$ cat config.mk
export PLATFORM = sky130hd
export DESIGN_NAME = wdog_pair_clr
export DESIGN_NICKNAME = d
export VERILOG_FILES = /design/src/rtl/wdog_pkg.sv /design/src/rtl/wdog_tick_src.sv /design/src/rtl/wdog_clear_ctl.sv /design/src/rtl/wdog_prescaler.sv /design/src/rtl/wdog_divider.sv /design/src/rtl/wdog_pair_clr.sv
export SDC_FILE = /design/constraint.sdc
export NUM_CORES = 1
export LEC_CHECK = 0
export BUFFER_PORTS_ARGS = -buffer_cell sky130_fd_sc_hd__buf_2
export CORE_UTILIZATION = 55
export DETAILED_ROUTE_END_ITERATION = 10
export PLACE_DENSITY = 0.76
export REMOVE_ABC_BUFFERS = 1
export SYNTH_ARGS = -nofsm -noshare
export SYNTH_HDL_FRONTEND = slang
export SYNTH_SLANG_ARGS = --single-unit
$ cat constraint.sdc
create_clock -name clk -period 4.96 [get_ports clk]
set_clock_uncertainty 0.2 [all_clocks]
set_input_delay 0 -clock clk [delete_from_list [all_inputs] [get_ports clk]]
set_output_delay 0 -clock clk [all_outputs]
set_load 0.02 [all_outputs]
$ cat src/rtl/wdog_pkg.sv
package wdog_pkg;

  // Ratio between the block clock and the instruction clock.
  localparam int INSTR_DIV = 4;

  // Width of the prescaler ratio field.
  localparam int SEL_W = 3;

  // Kind of reset raised by a wrap.
  typedef enum logic [1:0] {
    RST_NONE = 2'b00,
    RST_CHIP = 2'b01,
    RST_WARM = 2'b10
  } rst_kind_t;

  function automatic rst_kind_t pick_reset(input logic wrap, input logic core_halted);
    if (!wrap)           return RST_NONE;
    else if (core_halted) return RST_WARM;
    else                 return RST_CHIP;
  endfunction

endpackage

$ cat src/rtl/wdog_tick_src.sv
module wdog_tick_src #(
  parameter int DIV = wdog_pkg::INSTR_DIV
) (
  input  logic clk,
  input  logic rst_n,
  input  logic src_osc,
  input  logic osc_tick,
  input  logic halted,
  output logic src_tick
);
  localparam int PH_W = (DIV > 1) ? $clog2(DIV) : 1;
  localparam logic [PH_W-1:0] PH_LAST = PH_W'(DIV - 1);

  logic [PH_W-1:0] phase;
  logic            instr_tick;

  always_ff @(posedge clk or negedge rst_n) begin
    if (!rst_n)                phase <= '0;
    else if (phase == PH_LAST) phase <= '0;
    else                       phase <= phase + PH_W'(1);
  end

  assign instr_tick = (phase == PH_LAST);

  // The instruction clock stops while the core is halted.
  assign src_tick = src_osc ? osc_tick : (instr_tick & ~halted);
endmodule

$ cat src/rtl/wdog_clear_ctl.sv
module wdog_clear_ctl (
  input  logic clk,
  input  logic rst_n,
  input  logic enable,
  input  logic dual,
  input  logic clr_single,
  input  logic clr_first,
  input  logic clr_second,
  input  logic halt_enter,
  output logic clr_ok,
  output logic wd_clear
);
  logic seen_a;
  logic seen_b;

  always_comb begin
    if (!enable)   clr_ok = 1'b0;
    else if (dual) clr_ok = (seen_a | clr_first) & (seen_b | clr_second);
    else           clr_ok = clr_single;
  end

  // Held in clear while disabled so nothing runs.
  assign wd_clear = clr_ok | halt_enter | ~enable;

  always_ff @(posedge clk or negedge rst_n) begin
    if (!rst_n) begin
      seen_a <= 1'b0;
      seen_b <= 1'b0;
    end else if (wd_clear || !dual) begin
      seen_a <= 1'b0;
      seen_b <= 1'b0;
    end else begin
      seen_a <= seen_a | clr_first;
      seen_b <= seen_b | clr_second;
    end
  end
endmodule

$ cat src/rtl/wdog_prescaler.sv
module wdog_prescaler #(
  parameter int SEL_W = wdog_pkg::SEL_W
) (
  input  logic             clk,
  input  logic             rst_n,
  input  logic             clear,
  input  logic             tick,
  input  logic [SEL_W-1:0] sel,
  output logic             pre_tick
);
  localparam int PRE_W = (1 << SEL_W) - 1;

  logic [PRE_W-1:0] cnt;
  logic [PRE_W-1:0] mask;

  // Low 'sel' bits of the mask are set.
  for (genvar g = 0; g < PRE_W; g++) begin : g_mask
    assign mask[g] = (sel > SEL_W'(g));
  end

  assign pre_tick = tick & ((cnt & mask) == mask);

  always_ff @(posedge clk or negedge rst_n) begin
    if (!rst_n)     cnt <= '0;
    else if (clear) cnt <= '0;
    else if (tick)  cnt <= cnt + PRE_W'(1);
  end
endmodule

$ cat src/rtl/wdog_divider.sv
module wdog_divider #(
  parameter int DIV_W = 16
) (
  input  logic clk,
  input  logic rst_n,
  input  logic clear,
  input  logic step,
  output logic wrap
);
  logic [DIV_W-1:0] cnt;

  // A clear on the same edge wins over a wrap.
  assign wrap = step & (&cnt) & ~clear;

  always_ff @(posedge clk or negedge rst_n) begin
    if (!rst_n)     cnt <= '0;
    else if (clear) cnt <= '0;
    else if (step)  cnt <= cnt + DIV_W'(1);
  end
endmodule

$ cat src/rtl/wdog_pair_clr.sv
module wdog_pair_clr #(
  parameter int DIV_W = 16,
  parameter int SEL_W = wdog_pkg::SEL_W
) (
  input  logic             clk,
  input  logic             rst_n,
  input  logic             cfg_enable,
  input  logic             cfg_src_osc,
  input  logic             cfg_dual_clr,
  input  logic [SEL_W-1:0] cfg_pre_sel,
  input  logic             osc_tick,
  input  logic             halted,
  input  logic             halt_enter,
  input  logic             clr_single,
  input  logic             clr_first,
  input  logic             clr_second,
  output logic             chip_rst,
  output logic             warm_rst,
  output logic             to_flag
);
  import wdog_pkg::*;

  logic      src_tick;
  logic      pre_tick;
  logic      clr_ok;
  logic      wd_clear;
  logic      wrap;
  rst_kind_t kind;

  wdog_tick_src #(.DIV(INSTR_DIV)) u_src (
    .clk      (clk),
    .rst_n    (rst_n),
    .src_osc  (cfg_src_osc),
    .osc_tick (osc_tick),
    .halted   (halted),
    .src_tick (src_tick)
  );

  wdog_clear_ctl u_clr (
    .clk        (clk),
    .rst_n      (rst_n),
    .enable     (cfg_enable),
    .dual       (cfg_dual_clr),
    .clr_single (clr_single),
    .clr_first  (clr_first),
    .clr_second (clr_second),
    .halt_enter (halt_enter),
    .clr_ok     (clr_ok),
    .wd_clear   (wd_clear)
  );

  wdog_prescaler #(.SEL_W(SEL_W)) u_pre (
    .clk      (clk),
    .rst_n    (rst_n),
    .clear    (wd_clear),
    .tick     (src_tick),
    .sel      (cfg_pre_sel),
    .pre_tick (pre_tick)
  );

  wdog_divider #(.DIV_W(DIV_W)) u_div (
    .clk   (clk),
    .rst_n (rst_n),
    .clear (wd_clear),
    .step  (pre_tick),
    .wrap  (wrap)
  );

  assign kind = pick_reset(wrap, halted);

  always_ff @(posedge clk or negedge rst_n) begin
    if (!rst_n) begin
      chip_rst <= 1'b0;
      warm_rst <= 1'b0;
      to_flag  <= 1'b0;
    end else begin
      chip_rst <= (kind == RST_CHIP);
      warm_rst <= (kind == RST_WARM);
      if (clr_ok)                to_flag <= 1'b0;
      else if (kind == RST_CHIP) to_flag <= 1'b1;
    end
  end
endmodule

### After elaboration in Yosys (flattened, before gate mapping)

Cells that the tools add are included.

| word-level totals | value |
|---|---|
| bits in read-only memories | 0 |
| memories kept | 0 |
| output and inout bits | 3 |
| bits in writable memories | 0 |
| bits in registers | 30 |
| input port bits | 14 |
| latch bits | 0 |

| cells by class | value |
|---|---|
| div/mod/pow operators | 0 |
| multiplexer cells | 14 |
| $lt $le $gt $ge | 7 |
| shift-type cells | 0 |
| reductions and logical operators | 6 |
| multipliers | 0 |
| bitwise operators | 13 |
| equal/unequal tests | 4 |
| add/sub/neg operators | 3 |

Operators with widths:

| kind | number |
|---|---|
| $mux 16 | 2 |
| $add 16x1->16 const B | 1 |
| $reduce_and 16->1 | 1 |
| $mux 7 | 2 |
| $gt 3x3->1 const B | 3 |
| $add 7x1->7 const B | 1 |
| $and 7x7->7 | 1 |
| $eq 7x7->1 | 1 |
| $mux 1 | 7 |
| $gt 3x1->1 const B | 2 |
| $gt 3x2->1 const B | 2 |
| $mux 2 | 3 |
| $reduce_bool 2->1 | 3 |
| $and 1x1->1 | 5 |
| $eq 2x2->1 const B | 2 |
| $or 1x1->1 | 4 |
| $not 1->1 | 3 |
| $add 2x1->2 const B | 1 |
| $eq 2x1->1 const B | 1 |
| $logic_not 1->1 | 1 |
| $logic_or 1x1->1 | 1 |

### Logic depth before layout (Yosys ltp)

Gate-level depths: netlist of run 1.

| depth | value |
|---|---|
| word-level depth | 12 |
| mapped depth | 8 |

### Cells and area by module

A second synthesis of run 1 with hierarchy kept.

| unflattened totals | value |
|---|---|
| cell total of the unflattened synthesis | 148 |
| area total of the unflattened synthesis | 1510.2 um^2 |

Modules (own cells, without submodules):

| module | cells each | seq. area each (um^2) | times used | area an instance (um^2) |
|---|---|---|---|---|
| wdog_divider | 84 | 400.4 | 1 | 838.3 |
| wdog_prescaler | 40 | 175.2 | 1 | 371.6 |
| wdog_clear_ctl | 11 | 50.0 | 1 | 108.9 |
| wdog_pair_clr | 6 | 75.1 | 1 | 106.4 |
| wdog_tick_src | 7 | 50.0 | 1 | 85.1 |

### Worst setup path before layout of run 1

No wires, ideal clock.

| timing | value |
|---|---|
| path kind | register to register |
| from | register u_src.phase[0] |
| to | register u_div.cnt[10] |
| cell stages (with the launch flop) | 9 |
| data arrival time | 1.644 ns |
| clock period less this slack | 1.980 ns |
| slack | 2.980 ns |
| path through | dfrtp_1 -> ha_1 -> nand2b_1 -> o21ai_2 -> o2111ai_2 -> buf_2 -> clkbuf_1 -> o21ai_0 -> a21oi_1 |

| on the way | value |
|---|---|
| cells in the longest elaborated chain, start to end | 5 |

RTL lines:

| element | line | text |
|---|---|---|
| from (decl) | wdog_tick_src.sv:14 | `logic [PH_W-1:0] phase;` |
| from (signal assigned) | wdog_tick_src.sv:20 | `else phase <= phase + PH_W'(1);` |
| $eq 2x2->1 | wdog_tick_src.sv:23 | `assign instr_tick = (phase == PH_LAST);` |
| $and 1x1->1 | wdog_tick_src.sv:26 | `assign src_tick = src_osc ? osc_tick : (instr_tick & ~halted);` |
| $mux 1 | wdog_tick_src.sv:26 |  |
| $and 1x1->1 | wdog_prescaler.sv:21 | `assign pre_tick = tick & ((cnt & mask) == mask);` |
| $reduce_bool 2->1 (no line) | n/a |  |
| to (signal assigned) | wdog_divider.sv:18 | `else if (step) cnt <= cnt + DIV_W'(1);` |
| to (decl) | wdog_divider.sv:10 | `logic [DIV_W-1:0] cnt;` |

Every way passes these cells.
A chain may end at the register's enable or synchronous reset.

### Worst setup path in the final report of run 1

| timing | value |
|---|---|
| from | register u_src.phase[0] |
| to | register to_flag |

| on the way | value |
|---|---|
| cells in the longest elaborated chain, start to end | 9 |

RTL lines:

| element | line | text |
|---|---|---|
| $eq 2x2->1 | wdog_tick_src.sv:23 |  |
| $and 1x1->1 | wdog_tick_src.sv:26 |  |
| $mux 1 | wdog_tick_src.sv:26 |  |
| $and 1x1->1 | wdog_prescaler.sv:21 |  |
| $and 1x1->1 (2 in series) | wdog_divider.sv:13 | `assign wrap = step & (&cnt) & ~clear;` |
| $mux 2 | wdog_pkg.sv:17 | `if (!wrap) return RST_NONE;` |
| $eq 2x1->1 | wdog_pair_clr.sv:80 | `else if (kind == RST_CHIP) to_flag <= 1'b1;` |
| $reduce_bool 2->1 (no line) | n/a |  |
| to (signal assigned) | wdog_pair_clr.sv:75 | `to_flag <= 1'b0;` |
| to (signal assigned) | wdog_pair_clr.sv:79 | `if (clr_ok) to_flag <= 1'b0;` |
| to (signal assigned) | wdog_pair_clr.sv:80 |  |
| to (decl) | wdog_pair_clr.sv:19 | `output logic to_flag` |

Every way passes these cells.

==> results.json, run 1 <==
{
  "status": "finished clean",
  "clkPwrFrac_pct": 40.1,
  "reg2reg_slack_ps": 2030,
  "wl_per_cell_microns": 14.6,
  "slew_headroom_pct": 27.4,
  "cts_tree": "done",
  "ff2ff_path_depth": 7,
  "synth_edf_count": 0,
  "seq_area_frac_synth_pct": 49.2,
  "ys_ff_latch": 30,
  "nFillCells": 198,
  "slowest_delay_ps": 630,
  "drc_errors": 0,
  "path_cells": "ha_1, nand2b_1, o21ai_2, o2111ai_2, and3b_1, a2bb2oi_1, dlygate4sd3_1",
  "crit_required_ps": 5030,
  "synth.distinct_cells": 34,
  "synthCells": 160,
  "yosysTopAreaCellShare_pct": 49.2,
  "drv_cap": 0,
  "grt_pass1_vias": 1182,
  "drt_first_pass_iters": 4,
  "cts_max_level": 2,
  "avgSynthCellArea_sq_um": 9.53,
  "clock.fmax_mhz": 341,
  "stdcell_count": 222,
  "swShare_pct": 23.1,
  "crit_cells": 7,
  "p_total_mw": 0.462,
  "synth.most_common_cell": "dfrtp_1",
  "hpwl_microns": 2040,
  "antenna_found_initial": 0,
  "coreArea_sq_mm": 0.00254,
  "place_area_sq_mm": 0.00162,
  "worst_slack_ps": 2030,
  "crit_family": "compound AO/OA/AOI/OAI gates",
  "clockBufferDepth": 2,
  "cts_resized": 0,
  "final_area_sq_mm": 0.00183,
  "synthesis.area_sq_mm": 0.00153,
  "finalCritPeriodShare_pct": 59.0,
  "end_kind": "flop",
  "dieArea_sq_mm": 0.00299,
  "synth_top_cells_by_count": "dfrtp_1 (30), a21oi_1 (14), nand2_1 (14), o21ai_0 (14), nor2_1 (13)",
  "track_usage_pct": 24.9,
  "peakVddDrop_uv": 243,
  "dp_slack_ps": 2190,
  "critPathBufInv": 1,
  "drt_iter0_drc": 13,
  "gr-total-overflow": 0,
  "startpoint_type": "flop",
  "routed_wirelength_microns": 3230,
  "critPathArrivalTime_ps": 3000,
  "yosys-top-cells-area": "dfrtp_1 (49%), or3_1 (4.9%), a21oi_1 (4.6%)",
  "fp.dieH_microns": 54.7,
  "start_util_pct": 59.9,
  "ys.flop_type": "dfrtp_1",
  "grt_max_degree": 34,
  "min_path_type": "in -> async",
  "drtAntennaViolNets": 0,
  "diodes": 0,
  "root_buffer": "clkbuf_4",
  "rr_startpoint": "u_src.phase[0]",
  "synth_area_leader_cell": "dfrtp_1",
  "rows": 18,
  "worst_pin_slew_ps": 1090,
  "yosysWarnings": 0,
  "fin_crit_ps": 2930,
  "num_vias": 1332,
  "via_per_inst": 6.00,
  "fin_hold_ws_ps": 19.9,
  "switching_power_mw": 0.107,
  "io_buffer_count": 16,
  "intPower_mw": 0.355,
  "nNetsFinal": 208,
  "slew_violations": 0,
  "die_x_microns": 54.7,
  "static-leakage-power_nw": 0.740,
  "cts_buffers": 5,
  "ioPinCount": 17,
  "dp_cells": 201,
  "worst-path-max-fanout": 33,
  "setup_viol": 0,
  "cts.clk_slew.worst_paths_ps": 100,
  "layout-drive-gt1-share_pct": 14.1,
  "path_class": "reg -> reg",
  "critPathSlowestCell": "o2111ai_2",
  "hold_viol_final": 0,
  "power.share.sequential_pct": 53.2,
  "synth-async-reset-ratio_pct": 100,
  "area_growth_pct": 20.0,
  "cts.sinks": 30,
  "rsz0062_at_grt": "false",
  "setup_tns_ps": 0,
  "final_core_util_pct": 71.9,
  "power_density_mw_per_mm2": 252,
  "grt_pass1_wl_microns": 5180,
  "clkLatencyLatePin_ps": 340,
  "rr_endpoint": "to_flag",
  "place_congestion": 0.747,
  "combPwrFrac_pct": 6.7
}
## routing by layer
metal	vias up	track usage, %	part of all wire (%)
li1	657	-	-
met1	644	30.7	46
met2	26	41.2	49
met3	5	5.83	4.2
met4	0	10.3	1.2
met5	-	0	0
## timing repair
action,CTS,global route
setup buffers,0,0
hold endpoints to repair,40,0
hold buffers,13,0
setup endpoints to repair,0,0
## registers in the layout (all words and copies together), names as in the netlist
register / flops
u_pre.cnt: 7
warm_rst: 1
chip_rst: 1
to_flag: 1
u_clr.seen_b: 1
u_src.phase: 2
u_clr.seen_a: 1
u_div.cnt: 16
## kinds of logic after synthesis
| logic type | count (synthesis) | share of synthesized area (%) |
|---|---|---|
| and+or+nand+nor | 72 | 25.4 |
| AOI/OAI and AO/OA | 40 | 16.4 |
| DFF | 30 | 49.2 |
| xor gates and xnor gates | 7 | 4.02 |
| buffers and inverters | 7 | 1.89 |
| adders and majority gates | 3 | 2.46 |
| muxes | 1 | 0.656 |
## layout by cell type (no fill, tap or decap), types with 2 or more instances in the layout
cell / count
o21ai_0: 14
dlygate4sd3_1: 13
o31ai_1: 4
xor2_1: 6
and3_1: 2
a21boi_0: 2
a21oi_1: 14
dfrtp_1: 30
buf_2: 16
ha_1: 3
nor2_1: 13
nand4_1: 6
clkbuf_8: 3
clkbuf_4: 5
nor3_1: 2
nand2_1: 14
nand3_1: 8
nand2b_1: 2
or3_1: 12
inv_1: 2
or4_1: 5
a2bb2oi_1: 2
## power groups by stage
stage	sequential [mW]	clock, mW	combinational (mW)
after global placement	0.250	0	0.0231
after CTS	0.246	0.187	0.0306
final	0.246	0.185	0.0311
after global routing	0.246	0.196	0.0348
after detailed placement	0.251	0	0.0240
after floorplan	0.251	0	0.00991
## final cells by class
type                            count  area, sq um  area share (%)
Tap cell                           30         37.5            2.05
Inverter                            2         7.51           0.410
Sequential cell                    30          751            41.0
Clock buffer                        8         78.8            4.31
Multi-Input combinational cell    123          746            40.7
Timing Repair Buffer               29          210            11.5
## worst register-to-register path: stages, from the launching register on
cell,delay [ps]
dfrtp_1,380
ha_1,190
nand2b_1,70
o21ai_2,260
o2111ai_2,630
and3b_1,430
a2bb2oi_1,150
dlygate4sd3_1,560
## worst max path at each step
stage	endpoint	slack [ps]	from
finish	to_flag	2030	u_src.phase[0]
global route	to_flag	1820	u_src.phase[0]
CTS	to_flag	2020	u_src.phase[0]
detailed placement	u_div.cnt[5]	2190	u_src.phase[0]
global placement	u_div.cnt[5]	2350	u_src.phase[0]
floorplan	u_div.cnt[13]	2590	u_src.phase[0]
No activity file was read; power rests on OpenSTA's default activity.
==> run 2: changes to the inputs <==
--- a/config.mk
+++ b/config.mk
@@ -5,10 +5,11 @@
 export SDC_FILE = /design/constraint.sdc
 export NUM_CORES = 1
 export LEC_CHECK = 0
+export ABC_AREA = 1
 export BUFFER_PORTS_ARGS = -buffer_cell sky130_fd_sc_hd__buf_2
 export CORE_UTILIZATION = 55
 export DETAILED_ROUTE_END_ITERATION = 10
-export PLACE_DENSITY = 0.76
+export PLACE_DENSITY = 0.75
 export REMOVE_ABC_BUFFERS = 1
 export SYNTH_ARGS = -nofsm -noshare
 export SYNTH_HDL_FRONTEND = slang
==> constraint.sdc (replaced) <==
create_clock -name clk -period 2.7 [get_ports clk]
set_clock_uncertainty 0.2 [all_clocks]
set_input_delay 0 -clock clk [delete_from_list [all_inputs] [get_ports clk]]
set_output_delay 0 -clock clk [all_outputs]
set_load 0.02 [all_outputs]
==> run 2 against run 1 <==
Wire length increased by 17%. Via count up 21%. Setup slack worse by 1800 ps. Largest power group is now the clock network. Highest routed layer unchanged.
==> results.json, run 2 <==
{
  "status": "finished clean",
  "crit_family": "buffers and inverters",
  "rows": 20,
  "area_growth_pct": 20.0,
  "drc_errors": 0,
  "rr_startpoint": "u_div.cnt[0]",
  "largest_register_ffs": 16,
  "via_per_inst": 5.07,
  "yosysWarnings": 0,
  "path_cells": "dlygate4sd3_1, buf_2, nand2_1, dlygate4sd3_1, nand2_4, inv_4, nor2_4, nand2_4, inv_2, nand3_1, dlygate4sd3_1, nor2_1",
  "reg2reg_slack_ps": 360,
  "multi_input_area_sq_um": 921,
  "ioPinCount": 17,
  "cts.sinks": 30,
  "nFillCells": 264,
  "fp.dieH_microns": 59.4,
  "finalCritPeriodShare_pct": 90.6,
  "setup_viol": 0,
  "ys_ff_latch": 30,
  "clock.fmax_mhz": 409,
  "place_congestion": 0.879,
  "peakVddDrop_uv": 357,
  "grt_pass1_vias": 1505,
  "synthesis.area_sq_mm": 0.00181,
  "rsz0062_at_grt": "false",
  "path_class": "in -> reg",
  "drv_cap": 0,
  "hpwl_microns": 2450,
  "yosysTopAreaCellShare_pct": 41.5,
  "synth-async-reset-ratio_pct": 100,
  "static-leakage-power_nw": 1.02,
  "start_util_pct": 58.8,
  "synth_edf_count": 0,
  "hold_viol_final": 0,
  "clkLatencyLatePin_ps": 340,
  "reg_top3": "u_div.cnt: 16 flops, u_pre.cnt: 7 flops, u_src.phase: 2 flops",
  "synth_top_cells_by_count": "nand2_1 (74), nor2_1 (32), dfrtp_1 (30)",
  "synth.most_common_cell": "nand2_1",
  "dieArea_sq_mm": 0.00353,
  "synth.distinct_cells": 29,
  "root_buffer": "clkbuf_4",
  "rr_endpoint": "warm_rst",
  "cts_resized": 0,
  "grt_max_degree": 31,
  "worst_pin_slew_ps": 674,
  "drtAntennaViolNets": 0,
  "die_x_microns": 59.4,
  "drt_iter0_drc": 59,
  "layout-drive-gt1-share_pct": 17.2,
  "drt_first_pass_iters": 4,
  "place_area_sq_mm": 0.00190,
  "ys.flop_type": "dfrtp_1",
  "grt_pass1_wl_microns": 6660,
  "cts.clk_slew.worst_paths_ps": 100,
  "synth_area_leader_cell": "dfrtp_1",
  "cts_max_level": 2,
  "yosys-top-cells-area": "dfrtp_1 (41%), nand2_1 (15%), nor2_1 (6.6%)",
  "p_total_mw": 0.995,
  "coreArea_sq_mm": 0.00308,
  "min_path_type": "in -> async",
  "fin_crit_ps": 2450,
  "track_usage_pct": 26.3,
  "diodes": 0,
  "cts_buffers": 5,
  "avgSynthCellArea_sq_um": 7.64,
  "setup_tns_ps": 0,
  "layout_commonest_cell": "nand2_1",
  "power_density_mw_per_mm2": 458,
  "critPathArrivalTime_ps": 2520,
  "worst-path-max-fanout": 8,
  "num_vias": 1608,
  "critPathSlowestCell": "dlygate4sd3_1",
  "nNetsFinal": 289,
  "antenna_found_initial": 0,
  "clockBufferDepth": 2,
  "mostFrequentLayoutCells": "nand2_1 (74), nor2_1 (32), dfrtp_1 (30), nand3_1 (19), inv_1 (17)",
  "slew_headroom_pct": 55.1,
  "cts_tree": "done",
  "ff2ff_path_depth": 8,
  "slew_violations": 0,
  "seq_area_frac_synth_pct": 41.5,
  "gr-total-overflow": 0,
  "crit_required_ps": 2780,
  "end_kind": "flop",
  "final_area_sq_mm": 0.00217,
  "routed_wirelength_microns": 3780,
  "io_buffer_count": 16,
  "critPathBufInv": 6,
  "cp_common_cell": "dlygate4sd3_1",
  "synthCells": 237,
  "slowest_delay_ps": 590,
  "startpoint_type": "input pin",
  "wl_per_cell_microns": 11.9,
  "top_register": "u_div.cnt",
  "final-seq-area_sq_um": 751
}
run 2: changes by cell type after synthesis, sizes merged, moves of 5 or more:
cell and delta:
a21oi -7, inv +21, nand2 +69, nand3 +11, nor2 +23, o21ai -5
or3 -12, or4 -5
run 2: layout make-up:
type,count,area share [%]
Multi-Input combinational cell,180,42.4
Tap cell,44,2.53
Inverter,23,4.32
Clock buffer,6,2.36
Timing Repair Buffer,32,11.1
Sequential cell,30,34.6
Clock inverter,2,2.76
run 2: metal layers:
metal / GRT usage [%] / vias to the layer above / routed length (microns)
met5: 0 / - / 0
met4: 11.6 / 0 / 44
met3: 4.80 / 5 / 197
met2: 41.1 / 36 / 1740
met1: 35.6 / 753 / 1800
li1: - / 814 / -
run 2: metrics by stage:
step                      hold WS [ps]  utilization [%]  instances  worst slack [ps]
after CTS                         35.2             70.9        318              53.0
after detailed placement          -119             61.7        293               973
after global routing              79.5             70.6        317               129
final                             27.8             70.6        317               253
after global placement            -134             61.7        293               979
after floorplan                   -496                -        233              1160
run 2: report_power, final:
group / internal [mW] / leakage, nW / switching (mW)
clock: 0.314 / 0.0585 / 0.157
combinational: 0.0285 / 0.545 / 0.0455
sequential: 0.450 / 0.415 / 0.000650
run 2: logic make-up after synthesis:
family / Yosys count / share of synthesized area [%]
flops: 30 / 41.5
compound gates: 17 / 4.91
simple gates: 149 / 38.6
xor+xnor: 11 / 5.32
buf+inv: 27 / 7.67
fa+ha+maj: 3 / 2.07
run 2: how the worst max path moves through the flow:
stage | endpoint | depth (start not counted) | slack (ps) | start
2_1_floorplan | u_div.cnt[6] | 10 | 1160 | u_src.phase[0]
3_3_place_gp | chip_rst | 7 | 980 | u_div.cnt[0]
3_5_place_dp | warm_rst | 7 | 970 | u_div.cnt[0]
4_1_cts | u_pre.cnt[1] | 9 | 50 | cfg_src_osc
5_1_grt | warm_rst | 12 | 130 | cfg_src_osc
6_report | warm_rst | 12 | 250 | cfg_src_osc
run 2: repair_timing:
| action | in CTS | in global routing |
|---|---|---|
| buffers inserted | 0 | 0 |
| hold endpoints to repair | 57 | 0 |
| setup endpoints to repair | 0 | 1 |
| hold buffers | 17 | 0 |
==> run 3: changes to the inputs <==
--- a/config.mk
+++ b/config.mk
@@ -13,4 +13,5 @@
 export REMOVE_ABC_BUFFERS = 1
 export SYNTH_ARGS = -nofsm -noshare
 export SYNTH_HDL_FRONTEND = slang
+export SYNTH_HIERARCHICAL = 1
 export SYNTH_SLANG_ARGS = --single-unit
==> run 3 against run 2 <==
The flow now finishes with violations (DRC). Die area fell by 5.7%. Sequential power hardly changed. Worst hold slack got worse by 13 ps. Critical endpoint is now u_div/cnt[0]. Largest cell class unchanged. Largest power group is now registers.
==> results.json, run 3 <==
{
  "status": "finished, violations left",
  "failed_checks": "DRC",
  "synth_top_cells_by_count": "nand2_1 (54), inv_1 (39), nor2_1 (34)",
  "synth_area_leader_cell": "dfrtp_1",
  "cts_tree": "done",
  "critPathSlowestCell": "dlygate4sd3_1",
  "mostFrequentLayoutCells": "nand2_1 (54), inv_1 (39), nor2_1 (34), dfrtp_1 (30)",
  "dieArea_sq_mm": 0.00333,
  "wl_per_cell_microns": 10.9,
  "hpwl_microns": 2230,
  "clkLatencyLatePin_ps": 340,
  "clock.fmax_mhz": 404,
  "drt_first_pass_iters": 7,
  "coreArea_sq_mm": 0.00285,
  "stdcell_count": 302,
  "place_congestion": 0.780,
  "layout_commonest_cell": "nand2_1",
  "worst-path-max-fanout": 3,
  "static-leakage-power_nw": 1.04,
  "cts.clk_slew.worst_paths_ps": 100,
  "critPathArrivalTime_ps": 2540,
  "setup_tns_ps": 0,
  "setup_viol": 0,
  "drt_iter0_drc": 41,
  "cts_max_level": 2,
  "peakVddDrop_uv": 276,
  "io_buffer_count": 16,
  "finalCritPeriodShare_pct": 91.6,
  "yosysWarnings": 6,
  "grt_max_degree": 31,
  "layout-drive-gt1-share_pct": 15.5,
  "antenna_found_initial": 0,
  "synth_edf_count": 0,
  "via_per_inst": 4.84,
  "worst_slack_ps": 227,
  "slew_headroom_pct": 56.2,
  "drc_errors": 1,
  "end_kind": "flop",
  "num_vias": 1461,
  "diodes": 0,
  "grt_pass1_wl_microns": 5900,
  "min_path_type": "in -> async",
  "yosysTopAreaCellShare_pct": 44.1,
  "dp_slack_ps": 545,
  "ff2ff_path_depth": 11,
  "drv_cap": 0,
  "startpoint_type": "input pin",
  "ys.flop_type": "dfrtp_1",
  "largest_register_ffs": 16,
  "slew_violations": 0,
  "area_growth_pct": 19.2,
  "cts_buffers": 5,
  "worst_pin_slew_ps": 657,
  "track_usage_pct": 23.7,
  "nFillCells": 239,
  "path_class": "in -> reg",
  "cts.sinks": 30,
  "fp.dieH_microns": 57.7,
  "cts_setup_buffers": 0,
  "routed_wirelength_microns": 3290,
  "slowest_delay_ps": 560,
  "gr-total-overflow": 0,
  "rsz0062_at_grt": "false",
  "dp_cells": 279,
  "die_x_microns": 57.7,
  "yosys-top-cells-area": "dfrtp_1 (44%), nand2_1 (12%), inv_1 (8.6%)",
  "ys_ff_latch": 30,
  "synth-async-reset-ratio_pct": 100,
  "reg_top3": "u_div/cnt: 16 flops, u_pre/cnt: 7 flops, u_src/phase: 2 flops",
  "hold_viol_final": 0,
  "synth.distinct_cells": 24,
  "cts_resized": 0,
  "crit_required_ps": 2760,
  "rows": 19,
  "path_cells": "dlygate4sd3_1, buf_2, nand2_1, dlygate4sd3_1, nand2_1, inv_1, a21oi_1, nand2_1, a21oi_1, buf_4, dlygate4sd3_1, nand3_1, o21ai_0",
  "top_register": "u_div/cnt",
  "start_util_pct": 59.7,
  "clockBufferDepth": 2,
  "avgSynthCellArea_sq_um": 7.38,
  "grt_pass1_vias": 1405,
  "synthesis.area_sq_mm": 0.00170,
  "final_area_sq_mm": 0.00203,
  "fin_crit_ps": 2470,
  "ioPinCount": 17,
  "drtAntennaViolNets": 0,
  "root_buffer": "clkbuf_4",
  "place_area_sq_mm": 0.00183,
  "nNetsFinal": 288,
  "synth.most_common_cell": "nand2_1",
  "power_density_mw_per_mm2": 377,
  "synthCells": 231,
  "seq_area_frac_synth_pct": 44.1
}
-- run 3: changes by cell type in the layout (fill, tap and decap cells not counted), sizes merged, moves of 3 or more --
cell   change
nor3       -4
nand2     -25
nor2       +8
nand3      -4
inv       +19
xor2       -6
a21oi      +6
xnor2      -3
-- run 3: critical path: cells and delay by family --
| kind | cells | cell delay, ps |
|---|---|---|
| AO/OA/AOI/OAI | 3 | 300 |
| buffers and inverters | 6 | 1940 |
| AND/OR/NAND/NOR | 4 | 280 |
-- run 3: what timing repair did --
item | in CTS | in global routing
hold endpoints to repair | 40 | 0
setup endpoints to repair | 0 | 0
hold buffers | 16 | 0
-- run 3: worst paths after layout --
path | startpoint | endpoint | slack, ps
setup reg to reg | u_src/phase[0] | u_div/cnt[0] | 530
min in group clk | clr_single | u_div/cnt[2] | 20
max in group asynchronous | rst_n | u_pre/cnt[4] | 1850
hold / removal | rst_n | u_div/cnt[3] | 10
setup / recovery | cfg_src_osc | u_div/cnt[0] | 230
hold reg to reg | u_src/phase[0] | u_src/phase[0] | 240
-- run 3: metrics by stage --
step | hold slack, ps | util [%] | total power [mW]
floorplan | -496 | - | 0.486
global placement | -131 | 64.0 | 0.512
detailed placement | -126 | 64.0 | 0.512
CTS | 5.12 | 71.2 | 0.776
global route | 64.9 | 71.2 | 0.797
finish | 14.3 | 71.2 | 0.765
-- run 3: final cells by class --
cell class	count	area, sq um	area share (%)
well taps	31	38.8	1.91
repair buffers	34	255	12.6
clock buffers	7	45.0	2.22
inverters	44	165	8.13
multi-input cells	156	777	38.2
flip-flops and latches	30	751	36.9
-- run 3: layer usage --
| layer | vias to the layer above | GRT usage [%] | part of all wire (%) |
|---|---|---|---|
| met3 | 8 | 7.59 | 3.3 |
| met5 | - | 0 | 0 |
| met4 | 0 | 12.2 | 2.4 |
| li1 | 789 | - | - |
| met2 | 21 | 37.0 | 45 |
| met1 | 643 | 29.6 | 50 |
-- run 3: power by group --
part	internal, mW	switching [mW]
logic	0.0297	0.0383
registers	0.450	0.000931
clock network	0.0980	0.148
-- run 3: kinds of logic after synthesis --
family	share of synthesized area [%]
simple gates	34.7
buf+inv	10.4
flops	44.1
compound gates	7.71
fa+ha+maj	2.20
xor+xnor	1.03
